File: src/rtl/rd_emu_pkg.sv
package rd_emu_pkg;
  localparam int unsigned NUM_STAGES = 3;

  // nesting order, innermost first
  typedef enum logic [1:0] {
    STG_PWRUP = 2'd0,
    STG_ARST  = 2'd1,
    STG_SRST  = 2'd2
  } stage_e;
endpackage

File: src/rtl/rd_emu_sel.sv
module rd_emu_sel #(
  parameter bit PWR_SEL  = 1'b0,
  parameter bit HAS_ARST = 1'b1,
  parameter bit ARST_SEL = 1'b0,
  parameter bit HAS_SRST = 1'b1,
  parameter bit SRST_SEL = 1'b0,
  parameter bit GATED    = 1'b0
) (
  input  logic clk_i,
  input  logic rst_ni,
  input  logic en_i,
  input  logic srst_i,
  output logic sel_o
);
  logic arst_n;
  logic srst_hit;
  logic sel_q = PWR_SEL;

  assign arst_n   = HAS_ARST ? rst_ni : 1'b1;
  assign srst_hit = HAS_SRST && srst_i && (en_i || !GATED);

  always_ff @(posedge clk_i or negedge arst_n) begin
    if (!arst_n)       sel_q <= ARST_SEL;
    else if (srst_hit) sel_q <= SRST_SEL;
    else if (en_i)     sel_q <= 1'b1;
  end

  assign sel_o = sel_q;

  // enabled read without sync reset always opens the stage
  p_sel_open_r9: assert property (@(posedge clk_i) disable iff (!arst_n)
    (en_i && !(HAS_SRST && srst_i)) |=> sel_o);
endmodule

File: src/rtl/rd_emu_stage.sv
module rd_emu_stage #(
  parameter int unsigned     WIDTH    = 8,
  parameter logic [WIDTH-1:0] CVAL    = '0,
  parameter bit              PWR_SEL  = 1'b0,
  parameter bit              HAS_ARST = 1'b1,
  parameter bit              ARST_SEL = 1'b0,
  parameter bit              HAS_SRST = 1'b1,
  parameter bit              SRST_SEL = 1'b0,
  parameter bit              GATED    = 1'b0
) (
  input  logic             clk_i,
  input  logic             rst_ni,
  input  logic             en_i,
  input  logic             srst_i,
  input  logic [WIDTH-1:0] d_i,
  output logic [WIDTH-1:0] d_o
);
  logic sel;

  rd_emu_sel #(
    .PWR_SEL (PWR_SEL),
    .HAS_ARST(HAS_ARST),
    .ARST_SEL(ARST_SEL),
    .HAS_SRST(HAS_SRST),
    .SRST_SEL(SRST_SEL),
    .GATED   (GATED)
  ) u_sel (
    .clk_i (clk_i),
    .rst_ni(rst_ni),
    .en_i  (en_i),
    .srst_i(srst_i),
    .sel_o (sel)
  );

  assign d_o = sel ? d_i : CVAL;
endmodule

File: src/rtl/rd_reset_emu.sv
module rd_reset_emu
  import rd_emu_pkg::*;
#(
  parameter int unsigned      WIDTH      = 8,
  parameter logic [WIDTH-1:0] INIT_VAL   = 8'hA5,
  parameter logic [WIDTH-1:0] ARST_VAL   = 8'h3C,
  parameter logic [WIDTH-1:0] SRST_VAL   = 8'hC3,
  parameter bit               USE_INIT   = 1'b1,
  parameter bit               USE_ARST   = 1'b1,
  parameter bit               USE_SRST   = 1'b1,
  parameter bit               SRST_GATED = 1'b0
) (
  input  logic             clk_i,
  input  logic             rst_ni,
  input  logic             en_i,
  input  logic             srst_i,
  input  logic [WIDTH-1:0] ram_data_i,
  output logic [WIDTH-1:0] data_o
);
  // constant sharing between stages
  localparam bit MERGE_AI = USE_INIT && USE_ARST && (ARST_VAL == INIT_VAL);
  localparam bit MERGE_SI = USE_INIT && USE_SRST && (SRST_VAL == INIT_VAL);
  localparam bit MERGE_SA = USE_ARST && !MERGE_AI && USE_SRST && !MERGE_SI
                            && (SRST_VAL == ARST_VAL);

  // per-stage configuration, index = stage_e
  localparam bit [NUM_STAGES-1:0] BUILD  = {USE_SRST && !MERGE_SI && !MERGE_SA,
                                            USE_ARST && !MERGE_AI, USE_INIT};
  localparam bit [NUM_STAGES-1:0] PWR_S  = {1'b1, 1'b1, 1'b0};
  localparam bit [NUM_STAGES-1:0] HAS_AR = {USE_ARST, 1'b1, USE_ARST};
  localparam bit [NUM_STAGES-1:0] AR_S   = {1'b1, 1'b0, !MERGE_AI};
  localparam bit [NUM_STAGES-1:0] HAS_SR = {1'b1, USE_SRST, USE_SRST};
  localparam bit [NUM_STAGES-1:0] SR_S   = {1'b0, !MERGE_SA, !MERGE_SI};

  logic [NUM_STAGES:0][WIDTH-1:0] chain;

  assign chain[0] = ram_data_i;

  for (genvar k = 0; k < NUM_STAGES; k++) begin : g_stg
    localparam logic [WIDTH-1:0] CV = (k == int'(STG_PWRUP)) ? INIT_VAL :
                                      (k == int'(STG_ARST))  ? ARST_VAL : SRST_VAL;
    if (BUILD[k]) begin : g_on
      rd_emu_stage #(
        .WIDTH   (WIDTH),
        .CVAL    (CV),
        .PWR_SEL (PWR_S[k]),
        .HAS_ARST(HAS_AR[k]),
        .ARST_SEL(AR_S[k]),
        .HAS_SRST(HAS_SR[k]),
        .SRST_SEL(SR_S[k]),
        .GATED   (SRST_GATED)
      ) u_stage (
        .clk_i (clk_i),
        .rst_ni(rst_ni),
        .en_i  (en_i),
        .srst_i(srst_i),
        .d_i   (chain[k]),
        .d_o   (chain[k+1])
      );
    end else begin : g_off
      assign chain[k+1] = chain[k];
    end
  end

  assign data_o = chain[NUM_STAGES];

  if (USE_ARST) begin : g_a_arst
    p_arst_out_r3: assert property (@(posedge clk_i)
      !rst_ni |-> (data_o == ARST_VAL));
  end

  if (USE_SRST) begin : g_a_srst
    p_srst_load_r5: assert property (@(posedge clk_i) disable iff (!rst_ni)
      (srst_i && (en_i || !SRST_GATED)) |=> (data_o == SRST_VAL));
  end

  p_read_pass_r9: assert property (@(posedge clk_i) disable iff (!rst_ni)
    (en_i && !(USE_SRST && srst_i)) |=> (data_o == ram_data_i));

  p_idle_hold_r8: assert property (@(posedge clk_i) disable iff (!rst_ni)
    (!en_i && !(USE_SRST && srst_i && !SRST_GATED))
      |=> ($stable(ram_data_i) -> $stable(data_o)));
endmodule

File: config.mk
export PLATFORM = sky130hd
export DESIGN_NAME = rd_reset_emu
export DESIGN_NICKNAME = d
export VERILOG_FILES = /design/src/rtl/rd_emu_pkg.sv /design/src/rtl/rd_emu_sel.sv /design/src/rtl/rd_emu_stage.sv /design/src/rtl/rd_reset_emu.sv
export SDC_FILE = /design/constraint.sdc
export NUM_CORES = 1
export LEC_CHECK = 0
export CORE_AREA = 5 5 42 44
export DETAILED_ROUTE_END_ITERATION = 10
export DIE_AREA = 0 0 47 49
export PLACE_DENSITY_LB_ADDON = 0.3
export SYNTH_ARGS = -nofsm -noshare
export SYNTH_HDL_FRONTEND = slang
export SYNTH_HIERARCHICAL = 1
export SYNTH_SLANG_ARGS = --single-unit
File: constraint.sdc
create_clock -name clk_i -period 1.25 [get_ports clk_i]
set_clock_uncertainty 0.1 [all_clocks]
set_input_delay 0.125 -clock clk_i [delete_from_list [all_inputs] [get_ports clk_i]]
set_output_delay 0.125 -clock clk_i [all_outputs]
set_load 0.1 [all_outputs]
==> results.cfg <==
[synthesis]
yosysSeqAreaShare_pct = 22.4
synthCells = 30
synthAdderAreaFrac_pct = 0
synthMuxAreaShare_pct = 0
synthSimpleGateAreaFrac_pct = 68.3
ys_ff_latch = 2
synth_compound_area_share_pct = 4.37
synth-xor-area-share_pct = 0
syn-cell-area_um2 = 229
synth_top_family_by_area = simple AND/OR/NAND/NOR gates
yosysWarnings = 6
syn_nets = 42
post_synth.cell_area_avg_um2 = 7.63
ys_types = 8

[hold_path]
whs_endpoint = g_stg[1].g_on.u_stage/u_sel/sel_o
min-delay-start = srst_i
hold_depth = 2
hold_class = input pin to flop

[clock_network]
htree_levels = 1
clk_pin_slew_ns = 0.04
insertion_delay_ns = 0.23
cts_buffers = 3
clockBufferDepth = 2
numClockSinks = 2
cts_root_buffer = clkbuf_4
cts_tree = built

[layout]
multiInputGateArea_um2 = 220
n_fill_cell = 140
register_area_um2 = 52.6
nNetsFinal = 70
largest_reg_flops = 2
area_growth_pct = 182
antenna_cells = 0
final-instance-count-excl-fill = 73
drive_gt1_share_pct = 47.4

[drt]
drt_iter0_drc = 1
wl_per_cell_um = 9.74
dr.pass1.iters = 2
finalWirelength_um = 711
via_per_inst = 3.82
ant_nets = 0
route.detailed.drc = 0
vias = 279

[worst_setup_path]
timing.critical_path.cells = buf_12 > nand2b_4 > buf_12
endpoint_kind = primary output
r2r_cells = 3
slowest_stage = dfstp_2
arrival_ns = 1.19
cp_slowest_stage_delay_ns = 0.60
crit_top_cell = buf_12
regToRegEndpoint = g_stg[1].g_on.u_stage/u_sel/sel_o
critPathKind = flop to primary output
crit_required_ns = 1.02
r2r_setup_slack_ns = 0.03
worstPathMaxFanout = 6
rr_startpoint = g_stg[1].g_on.u_stage/u_sel/sel_o
startpoint_type = flop

[placed_design]
numPortBuffers = 19
dp_slack_ns = -0.130
gp_congestion = 0.548
dpl.cell_count = 65

[timing]
period_minus_slack_ns = 1.41
max_freq_mhz = 708
whs_ns = 0.385
fin_ws_ns = -0.163
setup_violations = 8
finalSetupTns_ns = -1.19
rsz0062_at_grt = true
fin_crit_sh_pct = 113
finalHoldViolations = 0
drv_slew = 0

[pwr]
power.density_nw_per_um2 = 777
ir_drop_mv = 0.339
power_mw = 0.501
p_leak_nw = 0.293

[outcome]
violations = negative setup slack
status = finished with violations

[grt]
grt_max_degree = 10
grt_pass1_vias = 313
overflow = 0
grt_pass1_wl_um = 1210
grt_use_total_pct = 7.54
grt_antenna_before_repair = 0

[floorplan]
ios = 20
fp.coreArea_um2 = 1400
fp.dieW_um = 47
die_area_um2 = 2300
die_h_um = 49
row_count = 14
initial_core_util_pct = 16.3

[job]
maxCapViolCount = 0
## stage by stage
step                      cell area, um^2  utilization (%)
after floorplan                       248                -
after global placement                551             39.3
after detailed placement              551             39.3
after CTS                             611             43.6
after global routing                  646             46.1
final                                 646             46.1
## worst max-delay path: cells and delay by family (launching register included)
| family | cells | cell delay, ns |
|---|---|---|
| buffers and inverters | 2 | 0.30 |
| flip-flops | 1 | 0.60 |
| AND/OR/NAND/NOR | 1 | 0.06 |
## cells in the mapped netlist
master	n	area, um^2
dfrtp_1	1	25.0
or3_1	1	6.26
conb_1	1	3.75
buf_4	1	7.51
nand2b_1	12	75.1
and2_1	12	75.1
o21ba_1	1	10.0
dfstp_2	1	26.3
## power by group
group | internal [mW] | total (mW) | leakage, nW | switching (mW)
sequential | 0.0693 | 0.0747 | 0.0189 | 0.00537
clock | 0.119 | 0.162 | 0.0150 | 0.0427
combinational | 0.129 | 0.265 | 0.259 | 0.136
total | 0.317 | 0.501 | 0.293 | 0.184
## metal layers
metal  global-route usage (%)  wire (um)  up-vias
met5                        0          0        -
met4                     5.53          0        0
met3                     4.06        104        0
met2                     12.0        373       13
met1                     6.81        233      121
li1                         -          -      145
## cell families after synthesis
family | count (synthesis)
AND/OR/NAND/NOR | 25
flip-flops | 2
AO/OA/AOI/OAI | 1
buffers and inverters | 1
other | 1
## worst max path at each step
| stage | start | to | slack [ns] | depth (start not counted) |
|---|---|---|---|---|
| 6_report | g_stg[2].g_on.u_stage/u_sel/sel_o | data_o[0] | -0.16 | 3 |
| 4_1_cts | g_stg[2].g_on.u_stage/u_sel/sel_o | data_o[2] | -0.18 | 2 |
| 3_5_place_dp | ram_data_i[6] | data_o[6] | -0.13 | 5 |
| 3_3_place_gp | ram_data_i[6] | data_o[6] | -0.13 | 5 |
| 5_1_grt | g_stg[2].g_on.u_stage/u_sel/sel_o | data_o[6] | -0.21 | 3 |
| 2_1_floorplan | g_stg[2].g_on.u_stage/u_sel/sel_o | data_o[2] | -0.07 | 1 |
## layout make-up
class	instances	share of cell area, %
Clock buffer	4	4.07
Timing Repair Buffer	24	50.6
Sequential cell	2	8.14
Multi-Input combinational cell	27	34.1
Tap cell	16	3.10
## timing repair
item / in CTS / in global routing
gates resized for setup: 4 / 6
hold buffers: 1 / 0
hold endpoints to repair: 1 / 0
setup buffers: 1 / 2
endpoints found under the setup margin: 8 / 8
## cell usage in the layout (no fill, tap or decap), drive strengths merged
| cell | Yosys | layout |
|---|---|---|
| o21ba | 1 | 1 |
| or3 | 1 | 1 |
| dfstp | 1 | 1 |
| clkdlybuf4s50 | 0 | 11 |
| dfrtp | 1 | 1 |
| nand2b | 12 | 12 |
| clkbuf | 0 | 4 |
| and2 | 12 | 12 |
| buf | 1 | 12 |
| conb | 1 | 1 |
| dlygate4sd3 | 0 | 1 |
Power figures use the tool's default switching activity.
